### config.mk
export PLATFORM = sky130hd
export DESIGN_NAME = secded13_codec
export DESIGN_NICKNAME = d
export VERILOG_FILES = /design/src/rtl/secded13_pkg.sv /design/src/rtl/secded13_encoder.sv /design/src/rtl/secded13_decoder.sv /design/src/rtl/secded13_outreg.sv /design/src/rtl/secded13_codec.sv
export SDC_FILE = /design/constraint.sdc
export NUM_CORES = 1
export LEC_CHECK = 0
export BUFFER_PORTS_ARGS = -buffer_cell sky130_fd_sc_hd__buf_2
export CAP_MARGIN = 10
export CORE_AREA = 2 2 54 56
export DETAILED_ROUTE_END_ITERATION = 12
export DIE_AREA = 0 0 56 58
export GPL_ROUTABILITY_DRIVEN = 0
export PLACE_DENSITY = 0.81
export SLEW_MARGIN = 20
export SYNTH_ARGS = -nofsm -noshare
export SYNTH_HDL_FRONTEND = slang
export SYNTH_SLANG_ARGS = --single-unit
export TNS_END_PERCENT = 30
### constraint.sdc
create_clock -name clk -period 5.04 [get_ports clk]
set_input_delay 0.252 -clock clk [delete_from_list [all_inputs] [get_ports clk]]
set_output_delay 0.252 -clock clk [all_outputs]
set_load 0.1 [all_outputs]
### src/rtl/secded13_pkg.sv
package secded13_pkg;

    localparam int DATA_W = 8;
    localparam int CODE_W = 13;
    localparam int SYN_W  = 4;
    localparam int NCHK   = SYN_W;

    typedef enum logic [2:0] {
        CLS_CLEAN  = 3'd0,
        CLS_SINGLE = 3'd1,
        CLS_PARITY = 3'd2,
        CLS_DOUBLE = 3'd3,
        CLS_ALIAS  = 3'd4
    } err_class_t;

    typedef struct packed {
        logic [CODE_W-1:0] enc_word;
        logic [DATA_W-1:0] dec_data;
        logic [SYN_W-1:0]  syndrome;
        logic              corrected;
        logic              uncorrectable;
    } codec_out_t;

    function automatic bit is_pow2(input int p);
        return (p > 0) && ((p & (p - 1)) == 0);
    endfunction

    // position number (1-based) of the k-th data slot, k=0 holds the data MSB
    function automatic int data_pos(input int k);
        int cnt;
        cnt = 0;
        for (int p = 1; p < CODE_W; p++) begin
            if (!is_pow2(p)) begin
                if (cnt == k) return p;
                cnt++;
            end
        end
        return 0;
    endfunction

endpackage

### src/rtl/secded13_encoder.sv
module secded13_encoder
    import secded13_pkg::*;
(
    input  logic [DATA_W-1:0] data_i,
    output logic [CODE_W-1:0] word_o
);

    logic [CODE_W-1:0] placed;
    logic [SYN_W-1:0]  chk;

    always_comb begin
        placed = '0;
        for (int k = 0; k < DATA_W; k++) begin
            placed[data_pos(k) - 1] = data_i[DATA_W - 1 - k];
        end
    end

    always_comb begin
        chk = '0;
        for (int p = 1; p < CODE_W; p++) begin
            if (placed[p - 1]) chk = chk ^ SYN_W'(p);
        end
    end

    always_comb begin
        word_o = placed;
        for (int j = 0; j < NCHK; j++) begin
            word_o[(1 << j) - 1] = chk[j];
        end
        word_o[CODE_W-1] = ^word_o[CODE_W-2:0];
    end

endmodule

### src/rtl/secded13_decoder.sv
module secded13_decoder
    import secded13_pkg::*;
(
    input  logic [CODE_W-1:0] word_i,
    output logic [DATA_W-1:0] data_o,
    output logic [SYN_W-1:0]  syndrome_o,
    output logic              corrected_o,
    output logic              uncorrectable_o
);

    logic [SYN_W-1:0]  syn;
    logic              par_odd;
    err_class_t        cls;
    logic [CODE_W-1:0] fixed;

    always_comb begin
        syn = '0;
        for (int p = 1; p < CODE_W; p++) begin
            if (word_i[p - 1]) syn = syn ^ SYN_W'(p);
        end
    end

    assign par_odd = ^word_i;

    always_comb begin
        if (syn == '0)
            cls = par_odd ? CLS_PARITY : CLS_CLEAN;
        else if (int'(syn) >= CODE_W)
            cls = CLS_ALIAS;
        else
            cls = par_odd ? CLS_SINGLE : CLS_DOUBLE;
    end

    always_comb begin
        fixed = word_i;
        for (int p = 1; p < CODE_W; p++) begin
            if (cls == CLS_SINGLE && syn == SYN_W'(p)) fixed[p - 1] = ~word_i[p - 1];
        end
    end

    always_comb begin
        for (int k = 0; k < DATA_W; k++) begin
            data_o[DATA_W - 1 - k] = fixed[data_pos(k) - 1];
        end
    end

    always_comb begin
        corrected_o     = 1'b0;
        uncorrectable_o = 1'b0;
        unique case (cls)
            CLS_CLEAN:  ;
            CLS_SINGLE: corrected_o     = 1'b1;
            CLS_PARITY: corrected_o     = 1'b1;
            CLS_DOUBLE: uncorrectable_o = 1'b1;
            CLS_ALIAS:  uncorrectable_o = 1'b1;
            default:    uncorrectable_o = 1'b1;
        endcase
    end

    assign syndrome_o = syn;

endmodule

### src/rtl/secded13_outreg.sv
module secded13_outreg
    import secded13_pkg::*;
#(
    parameter bit PIPE_OUT = 1'b1
) (
    input  logic       clk,
    input  logic       rst,
    input  codec_out_t d_i,
    output codec_out_t q_o
);

    generate
        if (PIPE_OUT) begin : g_reg
            codec_out_t q_r;
            always_ff @(posedge clk) begin
                if (rst) q_r <= '0;
                else     q_r <= d_i;
            end
            assign q_o = q_r;
        end else begin : g_wire
            assign q_o = d_i;
        end
    endgenerate

endmodule

### src/rtl/secded13_codec.sv
module secded13_codec
    import secded13_pkg::*;
#(
    parameter bit PIPE_OUT = 1'b1
) (
    input  logic              clk,
    input  logic              rst,
    input  logic [DATA_W-1:0] enc_data_i,
    output logic [CODE_W-1:0] enc_word_o,
    input  logic [CODE_W-1:0] dec_word_i,
    output logic [DATA_W-1:0] dec_data_o,
    output logic [SYN_W-1:0]  dec_syndrome_o,
    output logic              dec_corrected_o,
    output logic              dec_uncorrectable_o
);

    codec_out_t comb_out;
    codec_out_t reg_out;

    secded13_encoder u_enc (
        .data_i (enc_data_i),
        .word_o (comb_out.enc_word)
    );

    secded13_decoder u_dec (
        .word_i          (dec_word_i),
        .data_o          (comb_out.dec_data),
        .syndrome_o      (comb_out.syndrome),
        .corrected_o     (comb_out.corrected),
        .uncorrectable_o (comb_out.uncorrectable)
    );

    secded13_outreg #(.PIPE_OUT(PIPE_OUT)) u_reg (
        .clk (clk),
        .rst (rst),
        .d_i (comb_out),
        .q_o (reg_out)
    );

    assign enc_word_o          = reg_out.enc_word;
    assign dec_data_o          = reg_out.dec_data;
    assign dec_syndrome_o      = reg_out.syndrome;
    assign dec_corrected_o     = reg_out.corrected;
    assign dec_uncorrectable_o = reg_out.uncorrectable;


    flags_excl_chk: assert property (@(posedge clk) disable iff (rst)
        !(dec_corrected_o && dec_uncorrectable_o));


    enc_even_chk: assert property (@(posedge clk) disable iff (rst)
        (^enc_word_o) == 1'b0);


    alias_unc_chk: assert property (@(posedge clk) disable iff (rst)
        (int'(dec_syndrome_o) >= CODE_W) |-> (dec_uncorrectable_o && !dec_corrected_o));


    clean_syn_chk: assert property (@(posedge clk) disable iff (rst)
        (!dec_corrected_o && !dec_uncorrectable_o) |-> (dec_syndrome_o == '0));

    generate
        if (PIPE_OUT) begin : g_rst_chk

            rst_clear_chk: assert property (@(posedge clk)
                rst |=> (!dec_corrected_o && !dec_uncorrectable_o && dec_data_o == '0));
        end
    endgenerate

endmodule

==> flow_metrics.py <==
metrics = {
    "synth": {
        "syn-cell-area_um2": 1329,
        "netlist_instances": 126,
        "synth.net_count": 149,
        "postSynthAreaPerCell_um2": 10.55,
        "async_flop_share_pct": 0,
        "ys.warnings.count": 0,
        "synth_seq_area_share_pct": 40.68,
        "synth_edf_count": 0,
        "yosysTopAreaCellShare_pct": 40.68,
        "synth_cell_types": 25,
        "synth-seq-cells": 27,
        "synth_ff_type": "dfxtp_1",
        "synth_area_leaders": "dfxtp_1 (41%), xnor2_1 (9.9%), nor2b_1 (7.1%)",
        "yosys.area.top_type": "dfxtp_1",
    },
    "sta": {
        "tns_ns": 0,
        "hold_viol": 0,
        "relSlewSlack_pct": 45.70,
        "post-route-period-util_pct": 41.01,
        "setup_viol_count_final": 0,
        "worst_slew_pin_slew_ns": 0.8088,
        "fmax_mhz": 483.9,
        "whs_ns": 0.1702,
        "rsz0062_at_grt": "false",
        "slew_violations": 0,
        "period_minus_slack_ns": 2.067,
    },
    "clocking": {
        "clkSlewWorstSetupHoldPaths_ns": 0.15,
        "clock-root-buffer": "clkbuf_4",
        "cts_buffers": 3,
        "cts_htree_levels": 1,
        "cts-resized-gates": 0,
        "holdBufCountCts": 0,
        "clock-sinks": 27,
        "cts_tree": "done",
        "post_cts_buffers": 0,
        "clockBufferDepth": 2,
    },
    "critical_path": {
        "path_max_fanout": 6,
        "crit_required_ns": 5.27,
        "start_kind": "primary input",
        "arrival_ns": 2.30,
        "criticalPathCategory": "primary input to flip-flop",
        "startpoint": "dec_word_i[9]",
        "worst_setup_path_end_kind": "flip-flop",
    },
    "cells_and_area": {
        "seq_area_um2": 540.5,
        "largest_reg_flops": 27,
        "fin_util_pct": 60.86,
        "layout_commonest_cell": "buf_2",
        "finalNetCount": 198,
        "postLayoutCellArea_um2": 1620,
        "syn_to_final_growth_pct": 21.94,
        "multi_input_area_um2": 765.7,
        "final_cell_mix": "buf_2 (49), dfxtp_1 (27), nor2_1 (16)",
        "nFillCells": 239,
        "diodes": 0,
        "drive_gt1_share_pct": 35.63,
    },
    "global_route": {
        "grt_usage_pct": 16.78,
        "grt_pass1_wl_mm": 4.271,
        "grt_max_degree": 35,
        "overflow": 0,
        "antenna_found_initial": 0,
        "grt_pass1_vias": 1005,
    },
    "min_path": {
        "hold_depth": 2,
        "min_path_type": "primary input to flip-flop",
        "hold_start": "enc_data_i[1]",
    },
    "pwr": {
        "leakage_nw": 0.7717,
        "peakVddDrop_mv": 0.3875,
        "powerDensity_nw_per_um2": 454.7,
        "power.total_w": 0.0007368,
    },
    "place": {
        "io_buffers": 49,
        "dp_hpwl_mm": 2.040,
        "post_dp_cell_area_um2": 1590,
    },
    "floorplan": {
        "rows": 19,
        "die_x_um": 56,
        "die_area_um2": 3248,
        "io_pins": 50,
        "die_height_um": 58,
        "initial_core_util_pct": 49.91,
        "core_um2": 2663,
    },
    "routing": {
        "drt-pass1-iter-count": 4,
        "viasPerCell": 4.951,
        "remaining_drc_errors": 0,
        "ant_nets": 0,
        "vias": 1015,
        "wl_per_cell_um": 12.87,
        "routed_wl_mm": 2.639,
        "drt_iter0_markers": 13,
    },
    "run_status": {
        "outcome": "finished, final reports clean",
    },
    "job": {
        "maxCapViolations": 0,
    },
}
==> synth_stat cells (2+ instances only) <==
master	instances
dfxtp_1	27
xor3_1	3
a21oi_1	8
clkbuf_1	3
mux2_2	5
xnor2_1	15
mux2_1	2
xnor3_2	3
nor4_1	2
nand2_1	3
nand2b_1	2
nor2b_1	15
xor2_1	10
o21ai_0	2
nor2_1	16
==> kinds of logic (layout without fill, tap and decap cells) <==
family / Yosys count / in the layout / synth area share [%]
AOI/OAI and AO/OA: 13 / 13 / 5.744
xor gates and xnor gates: 32 / 32 / 28.91
buffers and inverters: 5 / 53 / 1.695
DFF: 27 / 27 / 40.68
muxes: 7 / 7 / 5.932
and+or+nand+nor: 42 / 42 / 17.04
==> stage by stage <==
step	setup slack [ns]	cells
2_1_floorplan	2.681	126
3_3_place_gp	2.644	201
3_5_place_dp	2.609	201
4_1_cts	2.966	205
5_1_grt	2.868	205
6_report	2.973	205
==> power by group <==
| group | total [W] | switching (W) | internal (W) | leakage (nW) |
|---|---|---|---|---|
| sequential | 0.000247 | 0.00000624 | 0.000241 | 0.225 |
| combinational | 0.000392 | 0.000301 | 0.0000913 | 0.533 |
| clock | 0.0000976 | 0.0000672 | 0.0000304 | 0.0139 |
==> worst paths after layout <==
| check | to | slack (ns) |
|---|---|---|
| worst max-delay path | u_reg.q_o[11] | 2.97 |
| worst min-delay path | u_reg.q_o[24] | 0.17 |
==> worst max-delay path: stages <==
cell	delay, ns
buf_2	0.12
xnor3_2	0.44
xnor3_2	0.45
or4b_4	0.50
a21oi_1	0.19
mux2_1	0.35
==> final cells by class <==
class / instances / share of cell area (%)
clock buffers: 3 / 1.390
well taps: 31 / 2.394
clock inverters: 1 / 0.4633
multi-input cells: 94 / 47.26
flip-flops and latches: 27 / 33.36
repair buffers: 49 / 15.14
==> routing by layer <==
metal | wire [µm] | global-route usage, % | up-vias | part of all wire, %
met1 | 1182 | 20.17 | 459 | 45
met3 | 133 | 2.902 | 8 | 5.0
met5 | 0 | 0 | - | 0
met4 | 66 | 7.823 | 0 | 2.5
li1 | - | - | 518 | -
met2 | 1256 | 29.41 | 30 | 48
Power figures use the tool's default switching activity.
